[src/rtl/spi_host_pkg.sv]
package spi_host_pkg;
  typedef enum logic [1:0] {ST_IDLE, ST_LOAD, ST_SHIFT, ST_FINISH} seq_state_e;

  localparam int M_LOOP   = 14;
  localparam int M_CPOL   = 13;
  localparam int M_CPHA   = 12;
  localparam int M_DIV16  = 11;
  localparam int M_MSB    = 10;
  localparam int M_MASTER = 9;
  localparam int M_EN     = 8;

  localparam int EV_RXB = 0;
  localparam int EV_TXB = 1;
  localparam int EV_BSY = 2;
  localparam int EV_TXE = 4;
  localparam int EV_MME = 5;
  localparam logic [5:0] EV_IMPL = 6'b110111;

  localparam int CMD_START = 7;

  localparam logic [7:0] A_MODE = 8'h00;
  localparam logic [7:0] A_EV   = 8'h01;
  localparam logic [7:0] A_MASK = 8'h02;
  localparam logic [7:0] A_CMD  = 8'h03;
  localparam logic [7:0] A_TXC  = 8'h04;
  localparam logic [7:0] A_RXC  = 8'h05;
  localparam logic [1:0] A_TXBUF = 2'b01;
  localparam logic [1:0] A_RXBUF = 2'b10;
endpackage

[src/rtl/spi_byte_mem.sv]
module spi_byte_mem #(
  parameter int DEPTH = 64,
  localparam int IDX_W = $clog2(DEPTH)
) (
  input  logic             clk_i,
  input  logic             we_i,
  input  logic [IDX_W-1:0] waddr_i,
  input  logic [7:0]       wdata_i,
  input  logic [IDX_W-1:0] raddr_a_i,
  output logic [7:0]       rdata_a_o,
  input  logic [IDX_W-1:0] raddr_b_i,
  output logic [7:0]       rdata_b_o
);
  logic [7:0] mem_q [DEPTH];

  always_ff @(posedge clk_i) begin
    if (we_i) mem_q[waddr_i] <= wdata_i;
  end

  assign rdata_a_o = mem_q[raddr_a_i];
  assign rdata_b_o = mem_q[raddr_b_i];
endmodule

[src/rtl/spi_sck_tick.sv]
module spi_sck_tick #(
  parameter int PRE_W = 4,
  parameter int DIV   = 16,
  localparam int DW = $clog2(DIV)
) (
  input  logic             clk_i,
  input  logic             rst_ni,
  input  logic             clear_i,
  input  logic             div_en_i,
  input  logic [PRE_W-1:0] presc_i,
  output logic             tick_o
);
  logic [DW-1:0]    dcnt_q;
  logic [PRE_W-1:0] pcnt_q;
  logic             base;

  assign base   = !div_en_i || (dcnt_q == DW'(DIV - 1));
  assign tick_o = !clear_i && base && (pcnt_q == presc_i);

  always_ff @(posedge clk_i or negedge rst_ni) begin
    if (!rst_ni) begin
      dcnt_q <= '0;
      pcnt_q <= '0;
    end else if (clear_i) begin
      dcnt_q <= '0;
      pcnt_q <= '0;
    end else begin
      dcnt_q <= dcnt_q + 1'b1;
      if (base) pcnt_q <= tick_o ? '0 : pcnt_q + 1'b1;
    end
  end
endmodule

[src/rtl/spi_char_shifter.sv]
module spi_char_shifter (
  input  logic       clk_i,
  input  logic       rst_ni,
  input  logic       clear_i,
  input  logic       load_i,
  input  logic [7:0] tx_byte_i,
  input  logic [2:0] last_i,     // character bits minus one
  input  logic       msb_first_i,
  input  logic       cpha_i,
  input  logic       tick_i,
  input  logic       miso_i,
  output logic       mosi_o,
  output logic       tog_o,
  output logic       done_o,
  output logic [7:0] rx_byte_o
);
  logic       active_q, half_q, mosi_q, tog_q, done_q;
  logic [2:0] idx_q;
  logic [7:0] txb_q, rxb_q;

  function automatic logic [2:0] pos(input logic [2:0] i, input logic [2:0] last, input logic msb);
    return msb ? last - i : i;
  endfunction

  always_ff @(posedge clk_i or negedge rst_ni) begin
    if (!rst_ni) begin
      active_q <= 1'b0; half_q <= 1'b0; mosi_q <= 1'b0; tog_q <= 1'b0;
      done_q <= 1'b0; idx_q <= '0; txb_q <= '0; rxb_q <= '0;
    end else if (clear_i) begin
      active_q <= 1'b0; half_q <= 1'b0; tog_q <= 1'b0; done_q <= 1'b0;
    end else begin
      done_q <= 1'b0;
      if (load_i) begin
        active_q <= 1'b1;
        half_q   <= 1'b0;
        idx_q    <= '0;
        tog_q    <= 1'b0;
        txb_q    <= tx_byte_i;
        rxb_q    <= '0;
        if (!cpha_i) mosi_q <= tx_byte_i[pos(3'd0, last_i, msb_first_i)];
      end else if (tick_i && active_q) begin
        tog_q <= !tog_q;
        if (!half_q) begin
          half_q <= 1'b1;
          if (cpha_i) mosi_q <= txb_q[pos(idx_q, last_i, msb_first_i)];
          else        rxb_q[pos(idx_q, last_i, msb_first_i)] <= miso_i;
        end else begin
          half_q <= 1'b0;
          if (cpha_i) rxb_q[pos(idx_q, last_i, msb_first_i)] <= miso_i;
          if (idx_q == last_i) begin
            active_q <= 1'b0;
            done_q   <= 1'b1;
          end else begin
            idx_q <= idx_q + 1'b1;
            if (!cpha_i) mosi_q <= txb_q[pos(idx_q + 1'b1, last_i, msb_first_i)];
          end
        end
      end
    end
  end

  assign mosi_o    = mosi_q;
  assign tog_o     = tog_q;
  assign done_o    = done_q;
  assign rx_byte_o = rxb_q;
endmodule

[src/rtl/spi_host_ctl.sv]
module spi_host_ctl
  import spi_host_pkg::*;
#(
  parameter int DEPTH = 64,
  localparam int IDX_W = $clog2(DEPTH),
  localparam int CNT_W = IDX_W + 1
) (
  input  logic        clk_i,
  input  logic        rst_ni,
  input  logic        req_i,
  input  logic        we_i,
  input  logic [7:0]  addr_i,
  input  logic [15:0] wdata_i,
  output logic [15:0] rdata_o,
  output logic        irq_o,
  output logic        sck_o,
  output logic        mosi_o,
  input  logic        miso_i,
  input  logic        ss_ni
);
  localparam logic [CNT_W-1:0] DEPTH_C = CNT_W'(DEPTH);

  seq_state_e       state_q;
  logic [15:0]      mode_q;
  logic [5:0]       ev_q, mask_q, ev_set, ev_clr;
  logic [CNT_W-1:0] tx_cnt_q, rx_len_q, byte_cnt_q;
  logic             wr, start_wr, ev_wr, busy, mme_hit, abort, accept;
  logic             tick, sh_done, sh_tog, sh_mosi, miso_eff, rx_we;
  logic [7:0]       tx_byte, tx_rb, rx_rb, sh_rx;
  logic [2:0]       last_bit;

  assign wr       = req_i && we_i;
  assign start_wr = wr && (addr_i == A_CMD) && wdata_i[CMD_START];
  assign ev_wr    = wr && (addr_i == A_EV);
  assign busy     = (state_q != ST_IDLE);
  assign mme_hit  = mode_q[M_EN] && mode_q[M_MASTER] && !ss_ni;
  assign abort    = busy && (!mode_q[M_EN] || mme_hit);
  assign accept   = start_wr && !busy && mode_q[M_EN] && mode_q[M_MASTER] && !mme_hit;
  assign last_bit = mode_q[7] ? 3'd7 : mode_q[6:4];
  assign miso_eff = mode_q[M_LOOP] ? sh_mosi : miso_i;
  assign rx_we    = (state_q == ST_SHIFT) && sh_done && !abort;

  always_comb begin
    ev_set = '0;
    ev_set[EV_BSY] = start_wr && busy;
    ev_set[EV_TXE] = accept && (tx_cnt_q > DEPTH_C);
    ev_set[EV_MME] = mme_hit;
    ev_set[EV_TXB] = (state_q == ST_FINISH) && !abort;
    ev_set[EV_RXB] = (state_q == ST_FINISH) && !abort;
    ev_clr = ev_wr ? wdata_i[5:0] : '0;
  end

  always_ff @(posedge clk_i or negedge rst_ni) begin
    if (!rst_ni) begin
      state_q    <= ST_IDLE;
      mode_q     <= '0;
      ev_q       <= '0;
      mask_q     <= '0;
      tx_cnt_q   <= '0;
      rx_len_q   <= '0;
      byte_cnt_q <= '0;
    end else begin
      if (wr && addr_i == A_MODE) mode_q   <= wdata_i;
      if (wr && addr_i == A_MASK) mask_q   <= wdata_i[5:0];
      if (wr && addr_i == A_TXC)  tx_cnt_q <= wdata_i[CNT_W-1:0];
      ev_q <= ((ev_q & ~ev_clr) | ev_set) & EV_IMPL;

      if (abort) begin
        state_q    <= ST_IDLE;
        byte_cnt_q <= '0;
      end else begin
        unique case (state_q)
          ST_IDLE: if (accept && tx_cnt_q <= DEPTH_C) begin
            rx_len_q   <= '0;
            byte_cnt_q <= '0;
            state_q    <= (tx_cnt_q == '0) ? ST_FINISH : ST_LOAD;
          end
          ST_LOAD: state_q <= ST_SHIFT;
          ST_SHIFT: if (sh_done) begin
            rx_len_q <= byte_cnt_q + 1'b1;
            if ((byte_cnt_q + 1'b1) == tx_cnt_q) begin
              state_q    <= ST_FINISH;
              byte_cnt_q <= '0;
            end else begin
              byte_cnt_q <= byte_cnt_q + 1'b1;
              state_q    <= ST_LOAD;
            end
          end
          ST_FINISH: state_q <= ST_IDLE;
          default: state_q <= ST_IDLE;
        endcase
      end
    end
  end

  spi_byte_mem #(.DEPTH(DEPTH)) u_txbuf (
    .clk_i, .we_i(wr && addr_i[7:6] == A_TXBUF), .waddr_i(addr_i[IDX_W-1:0]),
    .wdata_i(wdata_i[7:0]), .raddr_a_i(byte_cnt_q[IDX_W-1:0]), .rdata_a_o(tx_byte),
    .raddr_b_i(addr_i[IDX_W-1:0]), .rdata_b_o(tx_rb)
  );

  logic [7:0] rx_unused;
  spi_byte_mem #(.DEPTH(DEPTH)) u_rxbuf (
    .clk_i, .we_i(rx_we), .waddr_i(byte_cnt_q[IDX_W-1:0]), .wdata_i(sh_rx),
    .raddr_a_i(byte_cnt_q[IDX_W-1:0]), .rdata_a_o(rx_unused),
    .raddr_b_i(addr_i[IDX_W-1:0]), .rdata_b_o(rx_rb)
  );

  spi_sck_tick #(.PRE_W(4), .DIV(16)) u_tick (
    .clk_i, .rst_ni, .clear_i(state_q != ST_SHIFT || abort),
    .div_en_i(mode_q[M_DIV16]), .presc_i(mode_q[3:0]), .tick_o(tick)
  );

  spi_char_shifter u_shift (
    .clk_i, .rst_ni, .clear_i(abort || state_q == ST_IDLE || state_q == ST_FINISH),
    .load_i(state_q == ST_LOAD), .tx_byte_i(tx_byte), .last_i(last_bit),
    .msb_first_i(mode_q[M_MSB]), .cpha_i(mode_q[M_CPHA]), .tick_i(tick),
    .miso_i(miso_eff), .mosi_o(sh_mosi), .tog_o(sh_tog), .done_o(sh_done), .rx_byte_o(sh_rx)
  );

  assign sck_o  = mode_q[M_CPOL] ^ sh_tog;
  assign mosi_o = sh_mosi;
  assign irq_o  = |(ev_q & mask_q);

  always_comb begin
    rdata_o = '0;
    if (addr_i[7:6] == A_TXBUF)      rdata_o = {8'h00, tx_rb};
    else if (addr_i[7:6] == A_RXBUF) rdata_o = {8'h00, rx_rb};
    else begin
      unique case (addr_i)
        A_MODE:  rdata_o = mode_q;
        A_EV:    rdata_o = {10'b0, ev_q};
        A_MASK:  rdata_o = {10'b0, mask_q};
        A_TXC:   rdata_o = 16'(tx_cnt_q);
        A_RXC:   rdata_o = 16'(rx_len_q);
        default: rdata_o = '0;
      endcase
    end
  end
endmodule


[config.mk]
export PLATFORM = sky130hd
export DESIGN_NAME = spi_host_ctl
export DESIGN_NICKNAME = d
export VERILOG_FILES = /design/src/rtl/spi_host_pkg.sv /design/src/rtl/spi_byte_mem.sv /design/src/rtl/spi_sck_tick.sv /design/src/rtl/spi_char_shifter.sv /design/src/rtl/spi_host_ctl.sv
export SDC_FILE = /design/constraint.sdc
export NUM_CORES = 1
export LEC_CHECK = 0
export BUFFER_PORTS_ARGS = -buffer_cell sky130_fd_sc_hd__buf_4
export CAP_MARGIN = 10
export CORE_MARGIN = 10
export CORE_UTILIZATION = 30
export DETAILED_ROUTE_END_ITERATION = 7
export PLACE_DENSITY = 0.49
export REMOVE_ABC_BUFFERS = 1
export SETUP_SLACK_MARGIN = 0.1
export SYNTH_ARGS = -nofsm -noshare
export SYNTH_HDL_FRONTEND = slang
export SYNTH_HIERARCHICAL = 1
export SYNTH_SLANG_ARGS = --single-unit
[constraint.sdc]
create_clock -name clk_i -period 9.8 [get_ports clk_i]
set_input_delay 0.98 -clock clk_i [delete_from_list [all_inputs] [get_ports clk_i]]
set_output_delay 0.98 -clock clk_i [all_outputs]
set_load 0.02 [all_outputs]
=== Yosys cells after proc, flatten, opt, wreduce, memory -nomap -nowiden ===
Memories as Yosys holds them, arrays and structs flattened.
Cells that the tools add are included.

* Bits of input ports: 30
* Register bits: 82
* Memories: 2
* Bits in writable memories: 1,024
* Output and inout port bits: 19
* Logic and storage cells: 195

* Eq/ne operators: 25
* $lt $le $gt $ge: 6
* Bitwise logic cells: 7
* Reduce and logical (&&, ||, !) cells: 60
* Add/subtract/negate cells: 6
* Muxes and demuxes: 72

{| class="wikitable"
|+ Memories
! name !! words !! width !! read ports !! clocked after memory_dff !! wr ports !! RTL line !! RTL
|-
| u_rxbuf.mem_q || 64 || 8 || 1 || 0 || 1 || spi_byte_mem.sv:14 || <nowiki>logic [7:0] mem_q [DEPTH];</nowiki>
|-
| u_txbuf.mem_q || 64 || 8 || 2 || 0 || 1 || spi_byte_mem.sv:14 ||
|}

{| class="wikitable"
|+ Operator list
! cell !! number
|-
| one-hot mux 16 bit (5 select lines) || 1
|-
| 2-to-1 mux 8 bit || 5
|-
| 2-to-1 mux 7 bit || 5
|-
| 2-to-1 mux 1 bit || 33
|-
| 2-to-1 mux 16 bit || 2
|-
| one-hot mux 7 bit (2 select lines) || 2
|-
| logical AND 1 bit || 25
|-
| 2-to-1 mux 3 bit || 8
|-
| equality test 8 x 2 -> 1 bit (second input constant) || 2
|-
| equality test 8 x 3 -> 1 bit (second input constant) || 2
|-
| 2-to-1 mux 4 bit || 4
|-
| nonzero test 3 bit || 5
|-
| bitwise AND 6 bit || 2
|-
| less-than comparator 3 x 4 -> 1 bit (second input constant) || 3
|-
| AND reduction 4 bit || 3
|-
| 2-to-1 mux 2 bit || 5
|-
| nonzero test 2 bit || 5
|-
| binary-select mux 1 bit (select 3 bit) || 3
|-
| inequality test 3 x 2 -> 1 bit (second input constant) || 3
|-
| adder 4 x 1 -> 4 bit (second input constant) || 2
|-
| bitwise mux 8 bit || 1
|-
| equality test 8 x 1 -> 1 bit (second input constant) || 1
|-
| logical NOT 1 bit || 8
|-
| logical NOT 8 bit || 1
|-
| 31 further kinds || 45
|}

=== Depth between registers and ports, before layout ===
Gate-level depths: netlist of run 1.

* Word-level depth: 12
* Mapped depth: 15
* Depth with buffers taken out: 11

=== Hierarchy ===
Netlist of run 1, hierarchy kept.

{| class="wikitable"
|+ Modules (own cells, without submodules)
! module !! seq. area each (µm²) !! times used !! cells an instance !! area each (µm²)
|-
| spi_byte_mem || 15,374.7 || 2 || 1,195 || 23,954.2
|-
| spi_host_ctl || 1,251.2 || 1 || 297 || 3,031.7
|-
| spi_char_shifter || 600.6 || 1 || 163 || 1,559.0
|-
| spi_sck_tick || 200.2 || 1 || 43 || 421.7
|}

=== Worst setup path before layout of run 1 ===
No wires, ideal clock.

* Kind: input -> output
* From: input addr_i[0]
* To: output rdata_o[3]
* Stages: 10
* Arrival time: 3,238 ps
* Buffers on the path: 3
* Data required time: 8,820 ps
* Slack: 5,582 ps
* Cell sequence: buf_2 buf_2 buf_4 mux4_2 a221oi_1 o21ai_0 nand3_1 nand2_1 a222oi_1 o21ai_0

* Elaborated cells on any way between the ends: 10
* Classes of those cells: eq/ne (4); mux (3); reduce/logical (1); memory (2)

{| class="wikitable"
|+ RTL lines
! what !! RTL line !! RTL
|-
| start: declaration || spi_host_ctl.sv:12 || <nowiki>input logic [7:0] addr_i,</nowiki>
|-
| memory (64 x 8 bit) || n/a ||
|-
| net rx_rb[3] || spi_host_ctl.sv:29 || <nowiki>logic [7:0] tx_byte, tx_rb, rx_rb, sh_rx;</nowiki>
|-
| 2-to-1 mux 16 bit || spi_host_ctl.sv:128 || <nowiki>else if (addr_i[7:6] == A_RXBUF) rdata_o = {8'h00, rx_rb};</nowiki>
|-
| 2-to-1 mux 16 bit || spi_host_ctl.sv:127 || <nowiki>if (addr_i[7:6] == A_TXBUF) rdata_o = {8'h00, tx_rb};</nowiki>
|-
| end: declaration || spi_host_ctl.sv:14 || <nowiki>output logic [15:0] rdata_o,</nowiki>
|}

The timed path passes the listed nets, and every way through them passes these cells.

=== Worst setup path after layout of run 1 ===
* From: input addr_i[0]
* To: output rdata_o[3]

* Elaborated cells on any way between the ends: 10
* Classes of those cells: eq/ne (4); mux (3); reduce/logical (1); memory (2)

{| class="wikitable"
|+ RTL lines
! what !! RTL line
|-
| memory (64 x 8 bit) || n/a
|-
| net tx_rb[3] || spi_host_ctl.sv:29
|-
| 2-to-1 mux 16 bit || spi_host_ctl.sv:127
|}

The timed path passes the listed nets, and every way through them passes these cells.

==> reports/metrics.csv, run 1 <==
stage,metric,value,unit
floorplanning,core_area,161000,um2
clocking,clockBufferDepth,3,
route,drt_pre_antenna_iters,6,
floorplanning,placement_rows,147,
critical_path,regToRegEndpoint,u_shift/mosi_o,
synth,syn_area,48800,um2
clocking,tritoncts_sink_count,1106,
clocking,tritoncts,yes,
route,highest-signal-layer,met5,
critical_path,timing.critical_path.to_type,output pin,
layout,mostFrequentLayoutCell,sky130_fd_sc_hd__edfxtp_1,
clocking,h-tree-depth,3,
critical_path,worstPathMaxFanout,108,
layout,area_of_combinational_cells_with_multiple_inputs,15100,um2
timing,setup_tns,0,ns
floorplanning,die_area,179000,um2
critical_path,critPathBufInv,4,
global_route,overflow,0,
clocking,clkTransAtPathRegs,0.07,ns
critical_path,timing.critical_path.from_type,input pin,
global_route,first_global_vias,27100,
clocking,tritoncts.num_buffers,114,
placed_design,routabilityCongestion,0.842,
timing,timing.max_slew.rel_slack,19.2,%
floorplanning,design.portCount,49,
critical_path,critical_path_class,input pin to output pin,
floorplanning,die_h,423,um
timing,finalCriticalPeriod,5.82,ns
floorplanning,start_util,30.3,%
power_and_ir_drop,cellLeakagePower,17.5,nW
power_and_ir_drop,cellPowerDensity,179,nW/um2
timing,timing_worst_slew_pin_value,1.20,ns
clocking,post-cts-setup-buffers,0,
layout,syn_to_final_growth,13.0,%
hold_path,kind_of_path_behind_the_tightest_hold_check,input pin to asynchronous set/reset pin,
critical_path,timing.critical_path.cells,buf_8 > buf_12 > buf_4 > mux4_2 > o221ai_1 > o21ai_0 > nand3_1 > nand2_1 > a222oi_1 > o21ai_0 > buf_4,
timing,clock.fmax,172,MHz
global_route,pin_count_of_the_biggest_net_entering_global_routing,120,
layout,final_nets,2680,
route,route.detailed.wl_per_inst,27.5,um
critical_path,critical_path.top_delay_family,buffers and inverters,
critical_path,cp.required,8.82,ns
placed_design,place.port_buffers,48,
power_and_ir_drop,finalPower,9.86,mW
critical_path,cp_slowest_cell,sky130_fd_sc_hd__buf_12,
placed_design,post-dp-hpwl,83100,um
timing,timing.final.crit_share,59.4,%
route,drt_drc_violations_left,0,
layout,register_area,32800,um2
synth,synthCells,2609,
clocking,clk_latency,0.74,ns
timing,finalSetupViolCount,0,
route,drtAntennaViolNets,0,
critical_path,crit_arrival,4.84,ns
global_route,grt_pass1_wl,196000,um
critical_path,timing.critical_path.from,addr_i[0],
floorplanning,die_w,423,um
layout,drive_above_1_share,26.4,%
clocking,clock_root_buffer_master,sky130_fd_sc_hd__clkbuf_16,
route,route.final.wire_length,135000,um
layout,num_antenna_cells,0,
power_and_ir_drop,power.ir.vdd_worst,0.000132,V
timing,setup_slack,3.98,ns
global_route,grt_antenna_before_repair,1,
clocking,cts-hold-fix-buffers,0,
flow_run,max-cap-violations,0,
layout,layout_common_cells,"sky130_fd_sc_hd__edfxtp_1, sky130_fd_sc_hd__mux4_2, sky130_fd_sc_hd__nor2_1",
clocking,cts.repair.resized,0,
timing,timing.final.hold_violations,0,
timing,unrepaired_setup_endpoints_after_global_routing,false,
placed_design,post-place-ws,3.93,ns
route,detailroute.wirelength.met3,7720,um
critical_path,critPathMaxStageDelay,0.67,ns
critical_path,worstRegToRegCells,11,
synth,synth.yosys.warnings,6,
global_route,total_routing_resource_utilization_after_global_routing,14.6,%
timing,count_of_pins_over_their_slew_limit,0,
route,post_drt_via_cell_ratio,5.35,
outcome,status,finished clean,
critical_path,worst_reg2reg_startpoint,byte_cnt_q[0],
synth,syn_avg_cell_area,18.7,um2
route,drt-initial-drc-count,2425,
timing,worst_clock_skew,0.0353,ns
route,dr_total_vias,26200,
layout,fillCellCount,15200,
route,met2RoutedLength,66300,um
critical_path,rrSetupSlack,5.11,ns
route,wl_met1,56600,um
-- layout make-up --
class,instances,share of cell area [%]
multi-input cells,1315,27.5
well taps,2160,4.90
repair buffers,82,1.22
flip-flops and latches,1106,59.5
inverters,22,0.150
clock inverters,65,1.12
clock buffers,146,5.62
-- sequential cells by signal, indices dropped and copies added (netlist names), 5 cells and up --
| name | count |
|---|---|
| u_shift/txb_q | 8 |
| u_shift/rx_byte_o | 8 |
| ev_q | 5 |
| u_rxbuf/mem_q | 512 |
| u_txbuf/mem_q | 512 |
| tx_cnt_q | 7 |
| mask_q | 6 |
| rx_len_q | 7 |
| byte_cnt_q | 7 |
| mode_q | 16 |
-- power breakdown --
group	internal, mW	leakage (nW)	switching (mW)
logic	0.130	4.89	0.245
registers	5.13	10.8	0.00552
clock network	2.51	1.82	1.84
total	7.76	17.5	2.09
-- worst max-delay path by stage --
| stage | to | slack (ns) | cells past startpoint |
|---|---|---|---|
| final | rdata_o[3] | 3.98 | 11 |
| after floorplan | u_shift/mosi_o | 2.67 | 10 |
| after detailed placement | rdata_o[3] | 3.93 | 11 |
| after CTS | rdata_o[3] | 3.93 | 11 |
| after global placement | rdata_o[3] | 3.86 | 11 |
| after global routing | rdata_o[3] | 3.76 | 11 |
-- routing by layer --
metal	track usage (%)	up-vias
met5	0	-
met1	19.5	14200
met4	4.24	2
met2	24.4	876
li1	-	10900
met3	2.60	238
-- metrics by stage --
step	util [%]	hold WS, ns	std cells	instance area (um2)
2_1_floorplan	-	0.425	2443	48000
3_3_place_gp	31.9	0.438	4684	51400
3_5_place_dp	31.9	0.454	4684	51400
4_1_cts	34.2	0.0488	4895	55100
5_1_grt	34.2	0.0693	4896	55100
6_report	34.2	0.103	4896	55100
(Power assumes the default switching activity.)
==> run 2, diff against run 1 <==
--- a/config.mk
+++ b/config.mk
@@ -10,7 +10,7 @@
 export CORE_MARGIN = 10
 export CORE_UTILIZATION = 30
 export DETAILED_ROUTE_END_ITERATION = 7
-export PLACE_DENSITY = 0.49
+export PLACE_DENSITY = 0.5
 export REMOVE_ABC_BUFFERS = 1
 export SETUP_SLACK_MARGIN = 0.1
 export SYNTH_ARGS = -nofsm -noshare
==> constraint.sdc (replaced) <==
create_clock -name clk_i -period 5.1 [get_ports clk_i]
set_input_delay 0.51 -clock clk_i [delete_from_list [all_inputs] [get_ports clk_i]]
set_output_delay 0.51 -clock clk_i [all_outputs]
set_load 0.02 [all_outputs]
==> run 2 against run 1 <==
Clock skew fell by 0.0028 ns. Hold slack improved by 0.16 ns. Final cell count rose by 1.4%. Register-to-register slack got worse by 4.3 ns. Die area did not move. Total power rose by 95%. Global-route usage rose by 0.17 points. Clock power rose by 98%. Via count rose by 0.48%. Sequential cell count did not move. Worst setup slack got worse by 3.2 ns. Critical path type unchanged. Largest cell class unchanged.
==> reports/metrics.csv, run 2 (same netlist as run 1, synthesis figures left out) <==
stage,metric,value,unit,change
route,route.detailed.wl_per_inst,27.4,um,was 27.5 um
global_route,pin_count_of_the_biggest_net_entering_global_routing,73,,was 120
placed_design,post-dp-hpwl,87400,um,"was 83,100 um"
clocking,h-tree-depth,3,,unchanged
critical_path,timing.critical_path.cells,buf_8 > buf_12 > mux4_2 > mux2i_1 > a21oi_1 > nand3_1 > nand2_1 > a221o_1 > buf_4,,was buf_8 > buf_12 > buf_4 > mux4_2 > o221ai_1 > o21ai_0 > nand3_1 > nand2_1 > a222oi_1 > o21ai_0 > buf_4
power_and_ir_drop,power.ir.vdd_worst,0.000288,V,was 0.000132 V
timing,timing.max_slew.rel_slack,15.8,%,was 19.2%
critical_path,worstRegToRegCells,12,,was 11
hold_path,kind_of_path_behind_the_tightest_hold_check,input pin to flip-flop,,was input pin to asynchronous set/reset pin
critical_path,worst-path-stages,9,,was 11
timing,timing.final.crit_share,84.3,%,
critical_path,setup.worst_path.end,rdata_o[6],,was rdata_o[3]
critical_path,timing.critical_path.from_type,input pin,,unchanged
placed_design,post-place-ws,0.780,ns,was 3.93 ns
layout,mostFrequentLayoutCell,sky130_fd_sc_hd__edfxtp_1,,unchanged
route,route.final.wire_length,136000,um,"was 135,000 um"
route,drt-initial-drc-count,2906,,"was 2,425"
clocking,clk_latency,0.74,ns,about the same
flow_run,max-cap-violations,0,,unchanged
clocking,tritoncts.num_buffers,112,,was 114
floorplanning,die_area,179000,um2,unchanged
route,post_drt_via_cell_ratio,5.30,,was 5.35
timing,count_of_pins_over_their_slew_limit,0,,unchanged
layout,syn_to_final_growth,14.6,%,was 13.0%
global_route,grt_antenna_before_repair,2,,was 1
timing,clock.fmax,233,MHz,
critical_path,cp_slowest_cell,sky130_fd_sc_hd__mux4_2,,was sky130_fd_sc_hd__buf_12
floorplanning,die_h,423,um,unchanged
floorplanning,placement_rows,147,,unchanged
clocking,clock_root_buffer_master,sky130_fd_sc_hd__clkbuf_16,,unchanged
critical_path,critPathBufInv,3,,was 4
clocking,clkTransAtPathRegs,0.07,ns,about the same
critical_path,cp.required,4.59,ns,was 8.82 ns
critical_path,regToRegEndpoint,u_shift/mosi_o,,unchanged
critical_path,critical_path.top_delay_family,multiplexers,,was buffers and inverters
layout,final_nets,2745,,"was 2,680"
timing,unrepaired_setup_endpoints_after_global_routing,false,,unchanged
clocking,tritoncts,yes,,unchanged
timing,worst_clock_skew,0.0325,ns,was 0.0353 ns
clocking,cts-hold-fix-buffers,10,,was 0
placed_design,place.port_buffers,48,,unchanged
timing,finalSetupViolCount,0,,unchanged
route,dr_total_vias,26300,,"was 26,200"
power_and_ir_drop,cellLeakagePower,17.6,nW,was 17.5 nW
placed_design,routabilityCongestion,0.831,,was 0.842
timing,timing.final.hold_violations,0,,unchanged
clocking,tritoncts_sink_count,1106,,unchanged
critical_path,worstPathMaxFanout,63,,was 108
critical_path,crit_arrival,3.79,ns,was 4.84 ns
floorplanning,core_area,161000,um2,unchanged
floorplanning,die_w,423,um,unchanged
route,drtAntennaViolNets,0,,unchanged
critical_path,timing.critical_path.from,addr_i[1],,was addr_i[0]
route,drt_drc_violations_left,0,,unchanged
timing,finalCriticalPeriod,4.30,ns,
layout,finish.utilization,34.7,%,was 34.2%
global_route,grt_pass1_wl,198000,um,"was 196,000 um"
clocking,post-cts-setup-buffers,0,,unchanged
clocking,cts.repair.resized,0,,unchanged
power_and_ir_drop,cellPowerDensity,344,nW/um2,was 179 nW/um2
outcome,status,finished clean,,unchanged
critical_path,critical_path_class,input pin to output pin,,unchanged
clocking,clockBufferDepth,3,,unchanged
layout,layout_common_cells,"sky130_fd_sc_hd__edfxtp_1, sky130_fd_sc_hd__mux4_2, sky130_fd_sc_hd__nor2_1",,unchanged
global_route,first_global_vias,27600,,"was 27,100"
layout,postLayoutCellArea,55900,um2,"was 55,100 um2"
placed_design,dpl-instance-area,52000,um2,"was 51,400 um2"
layout,drive_above_1_share,28.3,%,was 26.4%
critical_path,critPathMaxStageDelay,0.56,ns,was 0.67 ns
critical_path,worst_reg2reg_startpoint,byte_cnt_q[0],,unchanged
floorplanning,start_util,30.3,%,unchanged
global_route,total_routing_resource_utilization_after_global_routing,14.8,%,was 14.6%
route,drt_pre_antenna_iters,6,,unchanged
critical_path,rrSetupSlack,0.83,ns,was 5.11 ns
floorplanning,design.portCount,49,,unchanged
timing,setup_slack,0.801,ns,was 3.98 ns
global_route,overflow,0,,unchanged
critical_path,timing.critical_path.to_type,output pin,,unchanged
timing,timing_worst_slew_pin_value,1.26,ns,was 1.20 ns
layout,layout_top_registers,"u_rxbuf/mem_q x512, u_txbuf/mem_q x512, mode_q x16",,unchanged
==> run 2: power by group <==
part | switching (mW) | leakage [nW] | internal (mW)
clock network | 3.63 | 1.89 | 4.98
logic | 0.478 | 5.23 | 0.271
registers | 0.0111 | 10.5 | 9.85
==> run 2: cell type report <==
cell class	instances	area, um2
antenna	1	2.50
clock buffer	127	2910
clock inverter	86	978
fill	15200	105000
inverter	22	82.6
multi-input combinational	1315	15100
sequential	1106	32800
tap	2160	2700
timing repair buffer	149	1300
==> run 2: metal layers <==
| metal | track usage [%] | share of wire, % | vias to the layer above |
|---|---|---|---|
| li1 | - | - | 11000 |
| met1 | 19.6 | 42 | 14200 |
| met2 | 25.0 | 50 | 882 |
| met3 | 2.81 | 5.8 | 203 |
| met4 | 3.85 | 2.5 | 2 |
| met5 | 0 | 0.0095 | - |
==> run 2: how the worst min path moves through the flow <==
stage                           startpoint                to  slack (ns)  cells after the start
after floorplan                     rst_ni     byte_cnt_q[0]        0.21                      0
after global placement    u_tick/dcnt_q[0]  u_tick/dcnt_q[0]        0.44                      1
after detailed placement  u_tick/dcnt_q[0]  u_tick/dcnt_q[0]        0.45                      1
after CTS                       wdata_i[7]           ev_q[4]        0.20                      5
after global routing            wdata_i[7]           ev_q[4]        0.24                      5
final                           wdata_i[7]           ev_q[4]        0.26                      5
==> run 2: worst register-to-register path: cells and delay by family, from the launching register on <==
family                 cells  cell delay (ns)
multiplexers               3             1.21
flip-flops                 1             1.01
AO/OA/AOI/OAI              6             1.01
buffers and inverters      2             0.82
AND/OR/NAND/NOR            1             0.12
==> run 2: per-stage QoR <==
| stage | std cells | TNS (ns) | hold slack [ns] | power, mW |
|---|---|---|---|---|
| after floorplan | 2443 | -480.97 | 0.214 | 10.3 |
| after global placement | 4742 | 0 | 0.438 | 10.8 |
| after detailed placement | 4742 | 0 | 0.451 | 10.8 |
| after CTS | 4965 | 0 | 0.203 | 19.4 |
| after global routing | 4965 | 0 | 0.238 | 19.8 |
| final | 4966 | 0 | 0.263 | 19.2 |
